===== src/rtl/lcdt_pkg.sv =====
package lcdt_pkg;
  // strobes from control to datapath
  typedef struct packed {
    logic step;    // advance the raster counters
    logic clear;   // hold the counters at the origin
    logic reload;  // copy configuration into the shadow registers
  } lcdtStrb_t;

  // position flags from datapath back to control
  typedef struct packed {
    logic lineLast;
    logic frameLast;
  } lcdtFlag_t;
endpackage


===== src/rtl/lcdt_ctrl.sv =====
module lcdt_ctrl
  import lcdt_pkg::*;
(
  input  logic      clk,
  input  logic      rst_n,
  input  logic      run,
  input  lcdtFlag_t flag,
  output lcdtStrb_t strb,
  output logic      running
);
  always_ff @(posedge clk or negedge rst_n) begin
    if (!rst_n) running <= 1'b0;
    else        running <= run;
  end

  always_comb begin
    strb.step   = running;
    strb.clear  = !running;
    strb.reload = !running || flag.frameLast;
  end

  // a reload is only ever requested at a frame boundary or while idle
  p_reload_edge_r8: assert property (@(posedge clk) disable iff (!rst_n)
    (running && !flag.frameLast) |-> !strb.reload);
endmodule


===== src/rtl/lcdt_datapath.sv =====
module lcdt_datapath
  import lcdt_pkg::*;
#(
  parameter int FIELD_W = 16
) (
  input  logic                 clk,
  input  logic                 rst_n,
  input  lcdtStrb_t            strb,
  input  logic                 running,
  input  logic [2*FIELD_W-1:0] cfgSync,
  input  logic [2*FIELD_W-1:0] cfgVPorch,
  input  logic [2*FIELD_W-1:0] cfgHPorch,
  input  logic [2*FIELD_W-1:0] cfgActive,
  input  logic                 hsLow,
  input  logic                 vsLow,
  output lcdtFlag_t            flag,
  output logic                 hsync,
  output logic                 vsync,
  output logic                 de,
  output logic [FIELD_W+2:0]   pixX,
  output logic [FIELD_W+2:0]   pixY,
  output logic                 frameStart,
  output logic                 vblankEvt
);
  localparam int CNT_W = FIELD_W + 3;
  localparam logic [CNT_W-1:0] ONE = CNT_W'(1);

  function automatic logic [CNT_W-1:0] widen(input logic [FIELD_W-1:0] f);
    return CNT_W'(f);
  endfunction

  // boundaries derived from the incoming words, stored on reload
  logic [CNT_W-1:0] hActN, hSyncBegN, hSyncEndN, hTotN;
  logic [CNT_W-1:0] vActN, vSyncBegN, vSyncEndN, vTotN;

  always_comb begin
    hActN     = widen(cfgActive[FIELD_W-1:0]) + ONE;
    hSyncBegN = hActN + widen(cfgHPorch[FIELD_W-1:0]) + ONE;
    hSyncEndN = hSyncBegN + widen(cfgSync[FIELD_W-1:0]) + ONE;
    hTotN     = hSyncEndN + widen(cfgHPorch[2*FIELD_W-1:FIELD_W]) + ONE;
    vActN     = widen(cfgActive[2*FIELD_W-1:FIELD_W]) + ONE;
    vSyncBegN = vActN + widen(cfgVPorch[FIELD_W-1:0]) + ONE;
    vSyncEndN = vSyncBegN + widen(cfgSync[2*FIELD_W-1:FIELD_W]) + ONE;
    // vertical back porch carries no offset
    vTotN     = vSyncEndN + widen(cfgVPorch[2*FIELD_W-1:FIELD_W]);
  end

  logic [CNT_W-1:0] hAct, hSyncBeg, hSyncEnd, hTot;
  logic [CNT_W-1:0] vAct, vSyncBeg, vSyncEnd, vTot;
  logic             hsLowQ, vsLowQ;

  always_ff @(posedge clk or negedge rst_n) begin
    if (!rst_n) begin
      hAct <= '0; hSyncBeg <= '0; hSyncEnd <= '0; hTot <= '0;
      vAct <= '0; vSyncBeg <= '0; vSyncEnd <= '0; vTot <= '0;
      hsLowQ <= 1'b0; vsLowQ <= 1'b0;
    end else if (strb.reload) begin
      hAct <= hActN; hSyncBeg <= hSyncBegN; hSyncEnd <= hSyncEndN; hTot <= hTotN;
      vAct <= vActN; vSyncBeg <= vSyncBegN; vSyncEnd <= vSyncEndN; vTot <= vTotN;
      hsLowQ <= hsLow; vsLowQ <= vsLow;
    end
  end

  logic [CNT_W-1:0] hCnt, vCnt;

  always_comb begin
    flag.lineLast  = (hCnt == hTot - ONE);
    flag.frameLast = flag.lineLast && (vCnt == vTot - ONE);
  end

  always_ff @(posedge clk or negedge rst_n) begin
    if (!rst_n) begin
      hCnt <= '0;
      vCnt <= '0;
    end else if (strb.clear) begin
      hCnt <= '0;
      vCnt <= '0;
    end else if (strb.step) begin
      if (flag.lineLast) begin
        hCnt <= '0;
        vCnt <= flag.frameLast ? '0 : vCnt + ONE;
      end else begin
        hCnt <= hCnt + ONE;
      end
    end
  end

  logic inH, inV, hsOn, vsOn;
  always_comb begin
    inH  = hCnt < hAct;
    inV  = vCnt < vAct;
    hsOn = (hCnt >= hSyncBeg) && (hCnt < hSyncEnd);
    vsOn = (vCnt >= vSyncBeg) && (vCnt < vSyncEnd);
    de         = running && inH && inV;
    hsync      = (running && hsOn) ^ hsLowQ;
    vsync      = (running && vsOn) ^ vsLowQ;
    pixX       = running ? hCnt : '0;
    pixY       = running ? vCnt : '0;
    frameStart = running && (hCnt == '0) && (vCnt == '0);
    vblankEvt  = running && (hCnt == hAct - ONE) && (vCnt == vAct - ONE);
  end

  p_idle_clear_r9: assert property (@(posedge clk) disable iff (!rst_n)
    strb.clear |=> (hCnt == '0) && (vCnt == '0));
  p_h_step_r1: assert property (@(posedge clk) disable iff (!rst_n)
    (strb.step && !flag.lineLast) |=> hCnt == $past(hCnt) + ONE);
  p_h_wrap_r1: assert property (@(posedge clk) disable iff (!rst_n)
    (strb.step && flag.lineLast) |=> hCnt == '0);
  p_v_wrap_r2: assert property (@(posedge clk) disable iff (!rst_n)
    (strb.step && flag.frameLast) |=> vCnt == '0);
  p_shadow_hold_r8: assert property (@(posedge clk) disable iff (!rst_n)
    (strb.step && !flag.frameLast) |=> $stable(hTot) && $stable(vTot) && $stable(vAct));
endmodule


===== src/rtl/lcd_timing_gen.sv =====
module lcd_timing_gen
  import lcdt_pkg::*;
#(
  parameter int FIELD_W = 16
) (
  input  logic                 clk,
  input  logic                 rst_n,
  input  logic                 run,
  input  logic [2*FIELD_W-1:0] cfgSync,
  input  logic [2*FIELD_W-1:0] cfgVPorch,
  input  logic [2*FIELD_W-1:0] cfgHPorch,
  input  logic [2*FIELD_W-1:0] cfgActive,
  input  logic                 hsLow,
  input  logic                 vsLow,
  output logic                 hsync,
  output logic                 vsync,
  output logic                 de,
  output logic [FIELD_W+2:0]   pixX,
  output logic [FIELD_W+2:0]   pixY,
  output logic                 frameStart,
  output logic                 vblankEvt
);
  lcdtStrb_t strb;
  lcdtFlag_t flag;
  logic      running;

  lcdt_ctrl u_ctrl (
    .clk(clk), .rst_n(rst_n), .run(run), .flag(flag),
    .strb(strb), .running(running)
  );

  lcdt_datapath #(.FIELD_W(FIELD_W)) u_dp (
    .clk(clk), .rst_n(rst_n), .strb(strb), .running(running),
    .cfgSync(cfgSync), .cfgVPorch(cfgVPorch), .cfgHPorch(cfgHPorch),
    .cfgActive(cfgActive), .hsLow(hsLow), .vsLow(vsLow),
    .flag(flag), .hsync(hsync), .vsync(vsync), .de(de),
    .pixX(pixX), .pixY(pixY), .frameStart(frameStart), .vblankEvt(vblankEvt)
  );

  // the start-of-frame pulse never lasts two clocks in a row
  p_fs_single_r6: assert property (@(posedge clk) disable iff (!rst_n)
    frameStart |=> !frameStart);
endmodule


===== config.mk =====
export PLATFORM = sky130hd
export DESIGN_NAME = lcd_timing_gen
export DESIGN_NICKNAME = d
export VERILOG_FILES = /design/src/rtl/lcdt_pkg.sv /design/src/rtl/lcdt_ctrl.sv /design/src/rtl/lcdt_datapath.sv /design/src/rtl/lcd_timing_gen.sv
export SDC_FILE = /design/constraint.sdc
export NUM_CORES = 1
export LEC_CHECK = 0
export BUFFER_PORTS_ARGS = -buffer_cell sky130_fd_sc_hd__buf_2
export CELL_PAD_IN_SITES_DETAIL_PLACEMENT = 1
export CELL_PAD_IN_SITES_GLOBAL_PLACEMENT = 1
export CORE_ASPECT_RATIO = 0.9
export CORE_MARGIN = 10
export CORE_UTILIZATION = 43
export CTS_BUF_LIST = sky130_fd_sc_hd__clkbuf_8
export CTS_CLUSTER_SIZE = 16
export DETAILED_ROUTE_END_ITERATION = 10
export PLACE_DENSITY_LB_ADDON = 0.1
export SLEW_MARGIN = 20
export SYNTH_ARGS = -nofsm -noshare
export SYNTH_HDL_FRONTEND = slang
export SYNTH_SLANG_ARGS = --single-unit
export TNS_END_PERCENT = 10

===== constraint.sdc =====
create_clock -name clk -period 3.8 [get_ports clk]
set_input_delay 0.19 -clock clk [delete_from_list [all_inputs] [get_ports clk]]
set_output_delay 0.19 -clock clk [all_outputs]
set_load 0.01 [all_outputs]

==> summary.md, run 1 <==
| Metric | Value |
|---|---|
| Worst Path Required | `4.28 ns` |
| Gr ovfl total | `0` |
| Area added between synthesis and finish | `44.0%` |
| Syn Std Cell Area | `0.0176 mm²` |
| Minimum clock period | `4.80 ns` |
| Initial Util | `43.5%` |
| Cells after Synth | `2078` |
| Total wire length | `between 70 and 80 mm` |
| Clk buf depth | `2` |
| Largest net degree at the start of global routing | `82` |
| Finish-stage setup viols | `32` |
| CP max-delay cell | `a21oi_1` |
| CTS tree | `yes` |
| First-pass GRT wire length | `112 mm` |
| Final Skew | `0.0195 ns` |
| Total CTS buffers | `17` |
| Max Slew Vio Count | `0` |
| Slew HR | `48.4%` |
| Core Util, Final | `62.6%` |
| Latest clock arrival within the worst-skew pair | `0.54 ns` |
| Yosys cell types | `69` |
| CORE AREA | `0.0406 mm²` |
| Max cap viols | `0` |
| ANT cells | `0` |
| CP Capture Type | `flop` |
| Failing checks | `setup timing` |
| Final setup slack of the worst path | `-0.999 ns` |
| Layout Nets | `approximately 3k` |
| RSZ-0062 raised after global routing | `true` |
| Num Clock Sinks | `187` |
| Crit Path Max Fanout | `4` |
| Min-Delay Path Class | `primary input to flop` |
| Io pins | `176` |
| Max Clk Rate | `208 MHz` |
| Ys flop type | `dfrtp_1` |
| DIE HEIGHT | `212 µm` |
| Kind of critical path | `primary input to flop` |
| Syn avg cell area | `8.48 µm²` |
| PwrDens | `531 mW/mm²` |
| Initial DRC count | `1350` |
| Gr usage total | `28.9%` |
| GP Congestion | `0.907` |
| Sequential element share of the synthesized area | `26.6%` |
| # rows | `70` |
| Hold path depth | `3` |
| Reg clk slew, reported paths | `~0.11 ns` |
| Worst R2R Start | `u_dp.hTot[7]` |
| Synthesized net count | `2438` |
| Post-synth EDFFs | `0` |
| Placed wire-length estimate | `55.1 mm` |
| Port bufs | `175` |
| Placement Setup Slack | `-1.53 ns` |
| Synth async-reset ratio | `100%` |
| Detail Route Antenna Nets | `0` |
| Worst Tran Pin Value | `0.775 ns` |
| Via Count | `18.6k` |
| Reg2reg end | `u_dp.vAct[9]` |
| Max stage delay on crit path | `0.44 ns` |
| Number of synthesized register bits | `between 150 and 200` |
| Placed inst area | `0.0222 mm²` |
| Worst Setup Start Kind | `primary input` |
| Vias in the first global route | `between 15k and 20k` |
| Die Span X | `approximately 230 µm` |
| Min-delay src | `cfgVPorch[16]` |
| Drc violations | `0` |
| Setup_tns | `-9.96 ns` |
| H-tree depth | `4` |
| Outcome | `complete, but fails checks` |
| Final-report hold violation count | `0` |
| Routed len/inst | `23.9 µm` |
| Initial DRT Pass Iterations | `5` |
| Lkg Pwr | `0.0123 µW` |
| Layout cells sized above 1 | `39.5%` |
| Hold Crit Endpoint | `u_dp.vTot[0]` |
| CP Data Arrival Time | `5.28 ns` |
| Cells on worst reg2reg path | `11` |
| Root buffer cell | `clkbuf_8` |
| Period utilization | `126%` |
| Vias per cell | `5.74` |
| Flop2flop setup slack | `-0.05 ns` |
| Worst vdd ir | `0.272 mV` |
| Initial antenna violation count | `0` |
| Finished Cell Area | `0.0254 mm²` |
| Full die area | `0.0495 mm²` |
| Yosys Warn Count | `0` |
==> state kept, by name, indices dropped and copies added (netlist names) <==
signal and cells:
u_dp.hSyncBeg 18, u_dp.hsLowQ 1, u_dp.hAct 17, u_dp.vSyncEnd 19, u_dp.hTot 19, u_dp.vTot 19, u_dp.vCnt 19, u_dp.hCnt 19
u_dp.vSyncBeg 18, u_dp.hSyncEnd 19, u_ctrl.running 1, u_dp.vAct 17, u_dp.vsLowQ 1
==> synth_stat cells, drive strengths merged, types with 22 or more instances <==
| cell | n | share of area [%] |
|---|---|---|
| a21oi | 151 | 4.3 |
| dfrtp | 187 | 27 |
| nor3 | 55 | 1.6 |
| and3 | 27 | 0.96 |
| mux2 | 63 | 4.2 |
| buf | 22 | 0.89 |
| o21ai | 112 | 3.2 |
| and2 | 58 | 2.1 |
| o21a | 28 | 1.2 |
| inv | 152 | 3.2 |
| nand3 | 49 | 1.4 |
| a21o | 42 | 1.8 |
| nand2b | 26 | 0.92 |
| nor2 | 160 | 3.4 |
| ha | 221 | 16 |
| xnor2 | 148 | 7.4 |
| xor2 | 94 | 4.7 |
| nor4 | 33 | 1.3 |
| or3 | 26 | 0.92 |
| clkbuf | 65 | 1.4 |
| nand2 | 135 | 2.9 |
| nor2b | 27 | 0.96 |
| nand4 | 41 | 1.5 |
==> layer usage <==
layer | GRT usage, % | routed length (µm) | up-vias
met5 | 0 | 0 | -
met4 | 6.56 | 2080 | 0
met3 | 3.80 | 4260 | 139
met2 | 48.3 | 37000 | 589
met1 | 39.0 | 34100 | 9366
li1 | - | - | 8512
==> worst max-delay path by stage <==
| stage | startpoint | to | slack, ns |
|---|---|---|---|
| floorplan | cfgActive[0] | u_dp.hTot[17] | -0.69 |
| global placement | cfgActive[16] | u_dp.vTot[17] | -1.30 |
| detailed placement | cfgActive[16] | u_dp.vTot[17] | -1.53 |
| CTS | cfgActive[1] | u_dp.hTot[17] | -0.57 |
| global route | cfgActive[2] | u_dp.hTot[16] | -1.10 |
| finish | cfgActive[2] | u_dp.hTot[16] | -1.0 |
==> repair_timing <==
action	in CTS	in global routing
setup endpoints to repair	157	139
buffers inserted	50	21
resized for setup	272	135
hold endpoints to repair	84	0
hold buffers	6	0
pin swaps	153	114
==> final cells by class <==
class                   count  area, µm²
clock buffers              18        248
clock inverters            13        141
flip-flops and latches    187       4690
repair buffers            679       4920
inverters                 152        571
well taps                 540        676
fillers                  4618      15200
multi-input cells        1652      14100
==> power breakdown <==
group / switching (µW) / internal, µW
Clock: 830 / 601
Combinational: 4550 / 4600
Sequential: 410 / 2490
==> through the flow <==
stage / power, µW / std cells / hold slack (ns)
4_1_cts: 12400 / 3222 / 0.0144
6_report: 13500 / 3241 / 0.0398
2_1_floorplan: 6610 / 2078 / -0.106
5_1_grt: 14200 / 3241 / 0.0284
3_3_place_gp: 9590 / 3136 / 0.284
3_5_place_dp: 9940 / 3136 / 0.292
==> layout by cell type (no fill, tap or decap), types with 26 or more instances in the layout <==
| cell | count |
|---|---|
| nor2_1 | 143 |
| ha_4 | 40 |
| nor3_1 | 46 |
| buf_4 | 479 |
| o21ai_0 | 81 |
| nand2b_1 | 26 |
| and2_1 | 57 |
| buf_2 | 163 |
| a21oi_2 | 32 |
| xnor2_1 | 102 |
| xnor2_2 | 34 |
| o21a_1 | 26 |
| a21o_1 | 42 |
| nand4_1 | 41 |
| inv_1 | 148 |
| a21oi_1 | 116 |
| xor2_1 | 77 |
| nand2_1 | 128 |
| nand3_1 | 38 |
| dfrtp_1 | 182 |
| ha_1 | 169 |
| mux2_2 | 56 |
==> worst max-delay path: cells and delay by family <==
kind | cells | cell delay (ns)
AO/OA/AOI/OAI | 9 | 1.75
AND/OR/NAND/NOR | 7 | 1.16
adder cells (fa/ha/maj) | 3 | 0.89
XOR/XNOR | 4 | 0.76
buffers and inverters | 4 | 0.49
==> logic make-up after synthesis <==
group | after synthesis | synth area share, %
AND/OR/NAND/NOR | 669 | 19.3
multiplexers | 67 | 4.47
buffers and inverters | 239 | 5.52
flip-flops | 187 | 26.6
AO/OA/AOI/OAI | 447 | 15.8
XOR/XNOR | 242 | 12.0
adder cells (fa/ha/maj) | 227 | 16.4
(Power assumes the default switching activity.)
==> run 2, diff against run 1 <==
--- a/config.mk
+++ b/config.mk
@@ -10,7 +10,7 @@
 export CELL_PAD_IN_SITES_GLOBAL_PLACEMENT = 1
 export CORE_ASPECT_RATIO = 0.9
 export CORE_MARGIN = 10
-export CORE_UTILIZATION = 43
+export CORE_UTILIZATION = 47
 export CTS_BUF_LIST = sky130_fd_sc_hd__clkbuf_8
 export CTS_CLUSTER_SIZE = 16
 export DETAILED_ROUTE_END_ITERATION = 10
==> constraint.sdc (replaced) <==
create_clock -name clk -period 5.4 [get_ports clk]
set_input_delay 0.27 -clock clk [delete_from_list [all_inputs] [get_ports clk]]
set_output_delay 0.27 -clock clk [all_outputs]
set_load 0.01 [all_outputs]
==> run 2 against run 1 <==
Against the previous run:
- the run now ends clean
- via count is 14% lower
- first-iteration DRC count is 28% lower
- global-route usage is 2.7 points lower
- wire length is 22% lower
- total power is 50% lower
==> summary.md, run 2 (same netlist as run 1, synthesis figures left out) <==
| Metric | Value |
|---|---|
| Initial DRT Pass Iterations | `5 (unchanged)` |
| Gr ovfl total | `0 (unchanged)` |
| # rows | `67 (-4.3%)` |
| Finish-stage setup viols | `0 (-100%)` |
| Worst vdd ir | `0.156 mV (-43%)` |
| Vias per cell | `5.84 (+1.6%)` |
| Slew HR | `39.8% (-8.6 points)` |
| Crit Path Max Fanout | `6 (+2)` |
| FILL cells | `4515 (-2.2%)` |
| Area added between synthesis and finish | `11.5%` |
| Io pins | `176 (unchanged)` |
| ANT cells | `0 (unchanged)` |
| Latest clock arrival within the worst-skew pair | `0.54 ns (about the same)` |
| CP max-delay cell | `ha_1` |
| CP cell instances | `buf_2 > and3_1 > and3_1 > nand3_1 > nor2_1 > xor2_1 > ha_1 > a21o_1 > a21oi_1 > xnor2_2 > ha_1 > nand4_1 > o211ai_1 > o22ai_1 > buf_4 > xnor2_1 > ha_1 > and3_1 > a22o_1 > a311oi_1 > nor2_1 > xnor2_1 > o21ai_0` |
| CTS tree | `yes` |
| Initial DRC count | `975 (-28%)` |
| GP Congestion | `0.875 (-3.6%)` |
| Worst Tran Pin Value | `0.904 ns (+0.129 ns)` |
| RSZ-0062 raised after global routing | `false` |
| Lkg Pwr | `0.00960 µW (-22%)` |
| Worst Path Required | `5.85 ns (+1.57 ns)` |
| Max cap viols | `0 (unchanged)` |
| Total wire length | `60.3 mm (-22%)` |
| Reg clk slew, reported paths | `0.11 ns (about the same)` |
| Commonest non-fill, non-tap cells in the layout | `ha_1, dfrtp_1, buf_2` |
| Max Clk Rate | `203 MHz` |
| PwrDens | `345 mW/mm² (-35%)` |
| H-tree depth | `4 (unchanged)` |
| Detail Route Antenna Nets | `0 (unchanged)` |
| CP Capture Type | `flop` |
| Drc violations | `0 (unchanged)` |
| Grt met1 use | `36.8% (-2.2 points)` |
| Full die area | `0.0457 mm² (-7.8%)` |
| Core Util, Final | `52.9% (-9.7 points)` |
| Finished Cell Area | `0.0196 mm² (-23%)` |
| DIE HEIGHT | `204 µm (-3.9%)` |
| Initial Util | `47.5% (+4.0 points)` |
| Most common cell after layout, fill and taps aside | `ha_1` |
| Placed inst area | `0.0192 mm² (-14%)` |
| First-pass GRT wire length | `94.4 mm (-16%)` |
| Vias in the first global route | `16.7k (-15%)` |
| Final-report hold violation count | `0 (unchanged)` |
| Die Span X | `224 µm (-4.0%)` |
| Final Skew | `0.0218 ns (+0.00232 ns)` |
| CP Data Arrival Time | `5.38 ns (+0.10 ns)` |
| Total CTS buffers | `17 (unchanged)` |
| Placed wire-length estimate | `48.2 mm (-12%)` |
| Clk buf depth | `2 (unchanged)` |
| Final Hold Slack | `0.0361 ns (-0.00370 ns)` |
| Routed len/inst | `22.0 µm (-8.1%)` |
| Setup_tns | `0 ns (+9.96 ns)` |
| Layout Nets | `2609 (-14%)` |
| Gr busiest metal | `met2` |
| CORE AREA | `0.0371 mm² (-8.4%)` |
| Initial antenna violation count | `0 (unchanged)` |
| Minimum clock period | `4.92 ns` |
| M3 GR Usage | `4.49% (+0.70 points)` |
| Num Clock Sinks | `187 (unchanged)` |
| Outcome | `finished clean` |
| Gr usage total | `26.2% (-2.7 points)` |
| Worst Setup Start Kind | `primary input` |
| Layout cells sized above 1 | `15.4% (-24 points)` |
| Port bufs | `175 (unchanged)` |
| Root buffer cell | `clkbuf_8` |
| GRT met2 Usage | `41.4% (-6.9 points)` |
| Kind of critical path | `primary input to flop` |
| Max Slew Vio Count | `0 (unchanged)` |
| Postcts setup bufs | `0 (-100%)` |
| Via Count | `16.0k (-14%)` |
| Period utilization | `between 90 and 100%` |
| Min-Delay Path Class | `primary input to flop` |
| Max stage delay on crit path | `0.40 ns (-0.04 ns)` |
| Largest net degree at the start of global routing | `113 (+38%)` |
-- run 2: cell types whose count changed in the layout (fill, tap and decap cells not counted), moves of 30 or more --
cell / delta
ha_4: -40
a21oi_2: -30
o21ai_0: +31
ha_1: +52
a21oi_1: +33
xnor2_2: -33
buf_4: -422
xnor2_1: +45
-- run 2: timing repair --
action,4_1_cts,5_1_grt
hold buffers,4,0
resized for setup,0,1
endpoints found under the setup margin,0,2
endpoints found under the hold margin,78,0
-- run 2: per-stage QoR --
| step | total power, µW | worst slack (ns) | std cells |
|---|---|---|---|
| global route | 7320 | 0.0229 | 2745 |
| global placement | 5560 | -0.0239 | 2709 |
| floorplan | 4610 | 0.590 | 2078 |
| CTS | 6770 | 0.458 | 2745 |
| finish | 6770 | 0.479 | 2745 |
| detailed placement | 5760 | -0.105 | 2709 |
-- run 2: worst max-delay path: cells and delay by family --
family / cells / cell delay [ns]
xor gates and xnor gates: 4 / 1.03
AOI/OAI and AO/OA: 7 / 1.51
adders and majority gates: 3 / 1.11
buffers and inverters: 2 / 0.29
and+or+nand+nor: 7 / 1.14
-- run 2: routing by layer --
layer  vias to the layer above  part of all wire, %
li1                       7657                    -
met1                      7984                   49
met2                       332                   45
met3                        45                  5.4
met4                         0                  1.2
met5                         -                    0
-- run 2: final cells by class --
type                       count  area, µm²  area share [%]
sequential                   187       4680            23.8
multi-input combinational   1652      12000            61.0
tap                          483        604            3.08
clock inverter                15        160           0.815
clock buffer                  17        234            1.19
inverter                     152        571            2.90
timing repair buffer         239       1410            7.19
-- run 2: report_power, final --
part	internal, µW	switching (µW)	total [µW]
Sequential	1750	353	2100
Clock	384	617	1000
Combinational	1600	2070	3670
Total	3730	3040	6770
-- run 2: final timing paths --
kind / from / to / slack, ns / cells after the start
worst max-delay path: cfgActive[2] / u_dp.hTot[17] / 0.48 / 23
worst max register to register: u_dp.hTot[2] / u_dp.vSyncBeg[1] / 0.76 / 9
worst min-delay path: cfgActive[16] / u_dp.vAct[0] / 0.04 / 2
min in group asynchronous: rst_n / u_dp.vSyncEnd[0] / 0.31 / 2
max in group asynchronous: rst_n / u_dp.hTot[11] / 4.02 / 3
worst min register to register: u_dp.vSyncBeg[17] / u_dp.vSyncBeg[17] / 0.49 / 2
==> run 3, diff against run 2 <==
--- a/config.mk
+++ b/config.mk
@@ -18,5 +18,6 @@
 export SLEW_MARGIN = 20
 export SYNTH_ARGS = -nofsm -noshare
 export SYNTH_HDL_FRONTEND = slang
+export SYNTH_HIERARCHICAL = 1
 export SYNTH_SLANG_ARGS = --single-unit
 export TNS_END_PERCENT = 10
==> run 3 against run 2 <==
Against the previous run:
- area after synthesis is 0.94% lower
- wire length is 3.4% higher
- non-clock buffer count is 52 higher
- critical path type unchanged
- critical endpoint is now u_dp/vTot[16]
- largest cell class unchanged
- highest routed layer unchanged
==> summary.md, run 3 <==
| Metric | Value |
|---|---|
| Die Span X | `223 µm (-0.43%)` |
| Commonest non-fill, non-tap cells in the layout | `ha_1, nand2_1, dfrtp_1` |
| Min-Delay Path Class | `primary input to flop` |
| Int Power | `3920 µW (+4.9%)` |
| Commonest cells post-synth | `ha_1, nand2_1, dfrtp_1` |
| Worst Path Required | `5.82 ns (-0.03 ns)` |
| First-pass GRT wire length | `97.6 mm (+3.4%)` |
| Drc violations | `0 (unchanged)` |
| Kind of critical path | `primary input to flop` |
| # rows | `66 (-1.5%)` |
| Number of synthesized register bits | `187 (unchanged)` |
| Routed len/inst | `22.2 µm (+0.98%)` |
| Latest clock arrival within the worst-skew pair | `0.54 ns (about the same)` |
| ANT cells | `0 (unchanged)` |
| Final setup slack of the worst path | `0.336 ns (-0.143 ns)` |
| Min-delay src | `cfgActive[0]` |
| Root buffer cell | `clkbuf_8` |
| Crit Path Max Fanout | `5 (-1)` |
| Placement Setup Slack | `-0.280 ns (-0.176 ns)` |
| Total CTS buffers | `17 (unchanged)` |
| Vias per cell | `5.85 (+0.30%)` |
| Worst vdd ir | `0.179 mV (+15%)` |
| Max Clk Rate | `197 MHz (-2.8%)` |
| Layout Nets | `2681 (+2.8%)` |
| Minimum clock period | `5.06 ns (+0.143 ns)` |
| Worst setup path start | `cfgActive[16]` |
| Total wire length | `62.4 mm (+3.4%)` |
| PwrDens | `348 mW/mm² (+1.0%)` |
| DIE HEIGHT | `203 µm (-0.42%)` |
| Max Slew Vio Count | `0 (unchanged)` |
| Ys flop type | `dfrtp_1` |
| Initial antenna violation count | `0 (unchanged)` |
| CP Capture Type | `flop` |
| Detail Route Antenna Nets | `0 (unchanged)` |
| Largest net degree at the start of global routing | `115 (+1.8%)` |
| Initial Util | `47.9% (+0.48 points)` |
| CP Data Arrival Time | `5.48 ns (+0.10 ns)` |
| Placed wire-length estimate | `48.2 mm (about the same)` |
| Outcome | `finished clean` |
| Area added between synthesis and finish | `14.1%` |
| Io pins | `176 (unchanged)` |
| Worst Tran Pin Value | `0.924 ns (+0.0207 ns)` |
| Gr usage total | `27.0% (+0.81 points)` |
| Final Skew | `0.0220 ns (+0.000233 ns)` |
| Num Clock Sinks | `187 (unchanged)` |
| Setup_tns | `0 ns (unchanged)` |
| Cells after Synth | `2096 (+0.87%)` |
| Worst Setup Start Kind | `primary input` |
| Lkg Pwr | `0.00975 µW (+1.6%)` |
| Slew HR | `38.4% (-1.4 points)` |
| Gr ovfl total | `0 (unchanged)` |
| Switch share | `43.5% (-1.3 points)` |
| Most numerous cell in the Yosys netlist | `ha_1` |
| CORE AREA | `0.0364 mm² (-1.9%)` |
| GP Congestion | `0.901 (+3.0%)` |
| Combinational Power Share | `55.8% (+1.6 points)` |
| Max cap viols | `0 (unchanged)` |
| Via Count | `16.5k (+2.7%)` |
| CTS tree | `yes` |
| Net Switching | `3020 µW (-0.58%)` |
| Top cell type's share of synthesized area | `26.8% (+0.25 points)` |
| Most common cell after layout, fill and taps aside | `ha_1` |
| Synth area leader | `dfrtp_1` |
| Full die area | `0.0453 mm² (-0.85%)` |
| Synthesized net count | `2455 (+0.70%)` |
| Worst R2R Start | `u_dp/vTot[5]` |
| Sequential element share of the synthesized area | `26.8% (+0.25 points)` |
| Initial DRT Pass Iterations | `5 (unchanged)` |
| Synth top area cells | `dfrtp_1, ha_1, xnor2_1` |
| Clk pwr share | `14.9% (about the same)` |
| Syn Std Cell Area | `0.0175 mm² (-0.94%)` |
| Finish-stage setup viols | `0 (unchanged)` |
| Synth async-reset ratio | `100% (unchanged)` |
| Period utilization | `93.8% (+2.7 points)` |
| Sequential share of power | `29.3% (-1.7 points)` |
| Final-report hold violation count | `0 (unchanged)` |
| H-tree depth | `4 (unchanged)` |
| Initial DRC count | `1205 (+24%)` |
| Post-synth EDFFs | `0 (unchanged)` |
| Yosys cell types | `81 (+17%)` |
| RSZ-0062 raised after global routing | `false` |
| Syn avg cell area | `8.33 µm² (-1.8%)` |
| Layout cells sized above 1 | `16.1% (+0.63 points)` |
| Clk buf depth | `2 (unchanged)` |
| Vias in the first global route | `17.0k (+1.9%)` |
| Port bufs | `175 (unchanged)` |
| Reg clk slew, reported paths | `0.11 ns (about the same)` |
| Yosys Warn Count | `6 (+6)` |
| Postcts setup bufs | `0 (unchanged)` |
[run 3: changes by cell type in the layout (fill, tap and decap cells not counted), sizes merged, moves of 33 or more]
cell	change
a21oi	-65
buf	+52
nand2	+66
o21ai	+78
mux2	-33
[run 3: worst paths after layout]
check | slack [ns] | cells after the start | end
hold reg to reg | 0.49 | 1 | u_dp/hSyncEnd[18]
hold / removal | 0.04 | 3 | u_dp/hAct[0]
setup / recovery | 0.34 | 24 | u_dp/vTot[16]
setup reg to reg | 0.82 | 10 | u_dp/hTot[7]
min in group asynchronous | 0.41 | 2 | u_ctrl/running
max in group asynchronous | 3.95 | 3 | u_dp/vSyncBeg[13]
[run 3: power by group through the flow]
stage | clock network, µW | registers [µW] | logic, µW
3_3_place_gp | 0 | 2040 | 3610
5_1_grt | 1110 | 2080 | 4290
6_report | 1030 | 2040 | 3870
4_1_cts | 1050 | 2030 | 3810
3_5_place_dp | 0 | 2050 | 3770
2_1_floorplan | 0 | 1940 | 2560
[run 3: kinds of logic after synthesis]
| family | after synthesis | share of synthesized area (%) |
|---|---|---|
| AND/OR/NAND/NOR | 692 | 19.8 |
| AO/OA/AOI/OAI | 493 | 17.8 |
| buffers and inverters | 230 | 5.16 |
| adder cells (fa/ha/maj) | 226 | 16.5 |
| XOR/XNOR | 225 | 11.3 |
| flip-flops | 187 | 26.8 |
| multiplexers | 43 | 2.68 |
[run 3: repair_timing]
action                     4_1_cts  5_1_grt
hold endpoints to repair       103        0
setup endpoints to repair        0        4
hold buffers                     4        0
gates resized for setup          0        5
[run 3: worst max-delay path: stages]
cell      delay [ns]
buf_2           0.12
ha_1            0.36
fa_1            0.45
nand3_1         0.15
nand2_1         0.10
buf_4           0.15
a31oi_1         0.19
xnor2_1         0.25
ha_1            0.36
o211ai_1        0.13
nand2_1         0.17
and2_1          0.22
o21a_1          0.20
nor2_2          0.23
ha_1            0.34
nor2_1          0.12
nor2_1          0.06
a31oi_2         0.25
nor2b_1         0.07
o21a_1          0.21
or4_1           0.46
a41oi_2         0.25
xnor2_1         0.08
mux2_2          0.28
[run 3: layout make-up]
| cell class | instances | area, µm² |
|---|---|---|
| clock inverter | 11 | 109 |
| timing repair buffer | 291 | 1790 |
| clock buffer | 21 | 289 |
| multi-input combinational | 1679 | 11900 |
| inverter | 146 | 548 |
| tap | 476 | 596 |
| fill | 4452 | 16500 |
| sequential | 187 | 4680 |
[run 3: routing by layer]
metal | GRT usage, % | vias to the layer above | wire (µm)
li1 | - | 7827 | -
met1 | 39.0 | 8200 | 30800
met2 | 41.4 | 386 | 27300
met3 | 4.97 | 40 | 3670
met4 | 4.51 | 0 | 620
met5 | 0 | - | 0
[run 3: through the flow]
stage	power (µW)	utilization, %	hold WS [ns]	cell area, µm²	std cells
3_5_place_dp	5830	53.4	0.389	19500	2775
4_1_cts	6890	54.6	0.0173	19900	2811
2_1_floorplan	4500	-	-0.0256	17500	2096
6_report	6940	54.7	0.0428	19900	2811
5_1_grt	7480	54.7	0.0331	19900	2811
3_3_place_gp	5640	53.4	0.380	19500	2775
